--- config.mk ---
export PLATFORM = sky130hd
export DESIGN_NAME = awd_window_cmp
export DESIGN_NICKNAME = d
export VERILOG_FILES = /design/src/rtl/awd_pkg.sv /design/src/rtl/awd_align.sv /design/src/rtl/awd_chan_sel.sv /design/src/rtl/awd_window.sv /design/src/rtl/awd_window_cmp.sv
export SDC_FILE = /design/constraint.sdc
export NUM_CORES = 1
export LEC_CHECK = 0
export CAP_MARGIN = 0
export CORE_MARGIN = 1
export CORE_UTILIZATION = 42
export CTS_BUF_LIST = sky130_fd_sc_hd__clkbuf_4 sky130_fd_sc_hd__clkbuf_8
export CTS_CLUSTER_DIAMETER = 100
export CTS_CLUSTER_SIZE = 25
export DETAILED_ROUTE_END_ITERATION = 12
export PLACE_DENSITY = 0.86
export RECOVER_POWER = 50
export SYNTH_ARGS = -nofsm -noshare
export SYNTH_HDL_FRONTEND = slang
export SYNTH_HIERARCHICAL = 1
export SYNTH_SLANG_ARGS = --single-unit
--- constraint.sdc ---
create_clock -name clk -period 1.5 [get_ports clk]
set_input_delay 0.225 -clock clk [delete_from_list [all_inputs] [get_ports clk]]
set_output_delay 0.225 -clock clk [all_outputs]
set_load 0.01 [all_outputs]
--- src/rtl/awd_pkg.sv ---
package awd_pkg;

    typedef enum logic [1:0] {
        AWD_OFF = 2'd0,
        AWD_ONE = 2'd1,
        AWD_ALL = 2'd2,
        AWD_RSV = 2'd3
    } awd_mode_e;

    typedef struct packed {
        logic flag;
    } awd_state_t;

endpackage

--- src/rtl/awd_align.sv ---
module awd_align #(
    parameter int DATA_W   = 12,
    parameter int RES_STEP = 2
) (
    input  logic [1:0]        res_sel,
    input  logic [DATA_W-1:0] raw,
    output logic [DATA_W-1:0] aligned
);
    localparam int SH_W = $clog2(3 * RES_STEP + 1);

    logic [SH_W-1:0] shamt;

    always_comb begin
        shamt   = SH_W'(res_sel) * SH_W'(RES_STEP);
        aligned = raw << shamt;
    end
endmodule

--- src/rtl/awd_chan_sel.sv ---
module awd_chan_sel
    import awd_pkg::*;
#(
    parameter int CH_W = 5
) (
    input  logic            res_valid,
    input  logic [1:0]      wd_mode,
    input  logic [CH_W-1:0] wd_chan,
    input  logic [CH_W-1:0] res_chan,
    output logic            watched
);
    always_comb begin
        unique case (awd_mode_e'(wd_mode))
            AWD_ONE: watched = res_valid && (res_chan == wd_chan);
            AWD_ALL: watched = res_valid;
            default: watched = 1'b0;
        endcase
    end
endmodule

--- src/rtl/awd_window.sv ---
module awd_window #(
    parameter int DATA_W = 12
) (
    input  logic [DATA_W-1:0] value,
    input  logic [DATA_W-1:0] thr_hi,
    input  logic [DATA_W-1:0] thr_lo,
    output logic              outside
);
    logic above, below;

    always_comb begin
        above   = value > thr_hi;
        below   = value < thr_lo;
        outside = above || below;
    end
endmodule

--- src/rtl/awd_window_cmp.sv ---
module awd_window_cmp
    import awd_pkg::*;
#(
    parameter int DATA_W   = 12,
    parameter int CH_W     = 5,
    parameter int RES_STEP = 2
) (
    input  logic              clk,
    input  logic              rst_n,
    input  logic              res_valid,
    input  logic [DATA_W-1:0] res_data,
    input  logic [CH_W-1:0]   res_chan,
    input  logic [1:0]        wd_mode,
    input  logic [CH_W-1:0]   wd_chan,
    input  logic [1:0]        res_sel,
    input  logic [DATA_W-1:0] thr_hi,
    input  logic [DATA_W-1:0] thr_lo,
    input  logic              irq_en,
    input  logic              flag_clr,
    output logic              flag_o,
    output logic              irq_o
);
    logic [DATA_W-1:0] aligned;
    logic              watched;
    logic              outside;
    logic              hit;
    awd_state_t        st_d, st_q;

    awd_align #(.DATA_W(DATA_W), .RES_STEP(RES_STEP)) align_i (
        .res_sel (res_sel),
        .raw     (res_data),
        .aligned (aligned)
    );

    awd_chan_sel #(.CH_W(CH_W)) sel_i (
        .res_valid (res_valid),
        .wd_mode   (wd_mode),
        .wd_chan   (wd_chan),
        .res_chan  (res_chan),
        .watched   (watched)
    );

    awd_window #(.DATA_W(DATA_W)) win_i (
        .value   (aligned),
        .thr_hi  (thr_hi),
        .thr_lo  (thr_lo),
        .outside (outside)
    );

    // A new event takes priority over a clear at the same edge.
    always_comb begin
        hit  = watched && outside;
        st_d = st_q;
        if (hit) begin
            st_d.flag = 1'b1;
        end else if (flag_clr) begin
            st_d.flag = 1'b0;
        end
    end

    always_ff @(posedge clk or negedge rst_n) begin
        if (!rst_n) begin
            st_q <= '0;
        end else begin
            st_q <= st_d;
        end
    end

    assign flag_o = st_q.flag;
    assign irq_o  = st_q.flag & irq_en;
endmodule

==> summary.md <==
| Metric | Value |
|---|---|
| EDFF count, synth | `0` |
| Worst-path clk slew | `0 ns` |
| Setup CP Type | `input port to flop` |
| # diodes | `0` |
| Placed Cells incl. Taps | `217` |
| Warnings, synthesis | `6` |
| Worst EP arrival | `1.99 ns` |
| Leading area contributor after synthesis | `ha_1` |
| Cell internal pwr | `351 µW` |
| RSZ-0062 raised after global routing | `true` |
| Number of synthesized register bits | `1` |
| PD cells | `329 mW/mm²` |
| Final Net Count | `276` |
| Dpl hpwl | `2380 µm` |
| Clock share of power | `0%` |
| Slew Limit Fails | `0` |
| Detailed route wirelength on metal2 | `1760 µm` |
| Sw Ratio | `40.0%` |
| Crit. End Element | `flop` |
| Port Buf Inserts | `56` |
| Vias per cell | `5.22` |
| Routability cong. | `0.820` |
| Setup TNS | `-0.606 ns` |
| Fin. Hold Viols | `0` |
| Final setup viols | `1` |
| Final core utilization | `81.2%` |
| Mapped Cells | `126` |
| Post-synthesis sequential area ratio | `2.58%` |
| Routed Antenna Nets | `0` |
| Initial core utilization | `44.3%` |
| Clock Skew | `0 ns` |
| Met3 WL | `117 µm` |
| Synth area leaders | `ha_1, mux2i_1, inv_1` |
| Share of cells above drive strength 1 | `20.1%` |
| Max Clk Rate | `475 MHz` |
| Core area | `0.00219 mm²` |
| Non-Filler Instances | `222` |
| DRT iter0 DRCs | `7` |
| DRC Markers | `0` |
| Final Cycle Share | `140%` |
| Filler cell count | `150` |
| Layout area overhead | `83.4%` |
| GRT Resource Usage Total | `26.1%` |
| Post-CTS Hold Buffers | `0` |
| Highest Signal Layer | `met4` |
| Initial antenna violation count | `0` |
| Floorplan row count | `17` |
| R2r setup slk | `0.89 ns` |
| Mean Syn Cell Area | `7.70 µm²` |
| DR pass1 iterations | `4` |
| WHS | `0.445 ns` |
| Clk Latency, worst-skew pair | `0 ns` |
| First-pass GRT wire length | `5110 µm` |
| Vias in the first global route | `1274` |
| Via count | `1159` |
| Critical Path Fanout Max | `7` |
| Seq pwr share | `5.3%` |
| Synthesized area | `970 µm²` |
| I/O pin cnt | `57` |
| Die W | `50.1 µm` |
| Worst Hold Class | `input port to asynchronous set/reset pin` |
| Placed cell area | `0.00163 mm²` |
| Final worst setup slack | `-0.606 ns` |
| Ys flop type | `dfrtp_1` |
| Chip Height | `50.1 µm` |
| Pin count of the biggest net entering global routing | `8` |
| Syn Nets | `206` |
| Share of the synthesized area in the top cell type | `32.3%` |
| Actual slew at the worst max-slew pin | `0.281 ns` |
| Post-DR wirelength/cell | `14.0 µm` |
| Slew headroom | `80.9%` |
| Synth cell types | `27` |
| Switch Pwr | `234 µW` |
| Combinational cell fraction of total power | `94.7%` |
| Post-route cell area | `0.00178 mm²` |
| Failing checks | `negative setup slack` |
| Leak | `0.851 nW` |
| Max Cap Viol | `0` |
| Grt total ovfl | `0` |
| WL final | `3110 µm` |
| Required time of the critical path | `1.38 ns` |
| Startpoint Class | `input port` |
| Fraction of registers with async set/reset | `100%` |
| Met1 wire length | `1170 µm` |
| DIE AREA | `0.00251 mm²` |
| Peak supply drop | `0.205 mV` |
| Tmin final | `2.11 ns` |
| Largest register FFs | `1` |
| Status | `finished with violations` |
==> synthesized netlist by cell type, types with 2 or more instances <==
cell       count
a211oi_2       2
a21oi_1        9
ha_1          25
inv_1         26
mux2i_1       16
nand2_1        6
nand3_1        2
nand4_1        6
nor2_1         6
nor2b_1        2
nor3_1         2
nor3b_1        2
o21ai_0        2
o21ai_1        2
o2bb2ai_1      2
xnor2_1        5
==> cell type report <==
class,count,area (µm²),share of cell area [%]
multi-input combinational,97,943,53.1
inverter,26,97.6,5.49
timing repair buffer,70,677,38.1
sequential,1,25.0,1.41
tap,28,35.0,1.97
==> power groups by stage <==
stage | clock network, mW | registers, mW | logic [mW]
2_1_floorplan | 0 | 0.0320 | 0.239
3_3_place_gp | 0 | 0.0310 | 0.448
3_5_place_dp | 0 | 0.0313 | 0.470
4_1_cts | 0 | 0.0313 | 0.537
5_1_grt | 0 | 0.0316 | 0.602
6_report | 0 | 0.0312 | 0.554
==> per-layer routing <==
| layer | GRT usage [%] | vias to the layer above |
|---|---|---|
| met5 | 0 | - |
| met4 | 4.76 | 0 |
| met3 | 1.23 | 6 |
| met2 | 55.8 | 45 |
| met1 | 26.5 | 527 |
| li1 | - | 581 |
==> final timing paths <==
kind | start | endpoint | cells after the start
worst min-delay path | rst_n | flag_o | 1
worst max register to register | flag_o | flag_o | 2
worst max-delay path | res_sel[1] | flag_o | 12
max in group asynchronous | rst_n | flag_o | 1
min in group clk | flag_o | flag_o | 2
worst min register to register | flag_o | flag_o | 2
==> logic make-up after synthesis <==
kind of cell / share of synthesized area [%]
fa+ha+maj: 32.3
buf+inv: 11.7
compound gates: 14.7
xor+xnor: 4.52
simple gates: 17.7
mux: 16.5
flops: 2.58
==> per-stage QoR <==
step / power, mW / worst slack [ns]
2_1_floorplan: 0.271 / -0.252
3_3_place_gp: 0.479 / -0.929
3_5_place_dp: 0.501 / -0.994
4_1_cts: 0.568 / -0.593
5_1_grt: 0.633 / -0.740
6_report: 0.585 / -0.606
==> timing repair <==
item,4_1_cts,5_1_grt
buffers inserted,5,0
resized for setup,44,1
endpoints found under the setup margin,2,1
pin swaps,13,6
==> cell usage in the layout (no fill, tap or decap) <==
| cell | Yosys | layout |
|---|---|---|
| a211oi_2 | 2 | 2 |
| a21o_1 | 1 | 1 |
| a21oi_1 | 9 | 7 |
| a21oi_2 | 0 | 2 |
| and2_2 | 1 | 1 |
| and2b_2 | 1 | 1 |
| buf_12 | 0 | 1 |
| buf_4 | 0 | 11 |
| buf_6 | 1 | 2 |
| buf_8 | 0 | 1 |
| clkdlybuf4s15_1 | 0 | 1 |
| clkdlybuf4s15_2 | 0 | 1 |
| clkdlybuf4s50_1 | 0 | 40 |
| dfrtp_1 | 1 | 1 |
| dlygate4sd2_1 | 0 | 12 |
| dlygate4sd3_1 | 0 | 1 |
| ha_1 | 25 | 22 |
| ha_2 | 0 | 1 |
| ha_4 | 0 | 2 |
| inv_1 | 26 | 26 |
| mux2i_1 | 16 | 9 |
| mux2i_2 | 0 | 3 |
| mux2i_4 | 0 | 4 |
| nand2_1 | 6 | 6 |
| nand3_1 | 2 | 2 |
| nand4_1 | 6 | 6 |
| nor2_1 | 6 | 6 |
| nor2b_1 | 2 | 2 |
| nor3_1 | 2 | 2 |
| nor3b_2 | 1 | 3 |
| nor4_2 | 1 | 1 |
| o211ai_2 | 1 | 1 |
| o21ai_0 | 2 | 2 |
| o21ai_1 | 2 | 2 |
| o21ai_2 | 1 | 1 |
| o22ai_1 | 1 | 1 |
| o2bb2ai_1 | 2 | 1 |
| o2bb2ai_2 | 0 | 1 |
| xnor2_1 | 5 | 5 |
==> critical path: stages <==
cell      delay (ns)
buf_8           0.08
buf_12          0.12
mux2i_4         0.27
mux2i_1         0.13
ha_1            0.32
a21oi_2         0.12
nor2_1          0.07
a211oi_2        0.23
nor3b_2         0.21
o22ai_1         0.08
nand2_1         0.08
o21ai_2         0.05
Power figures use the tool's default switching activity.
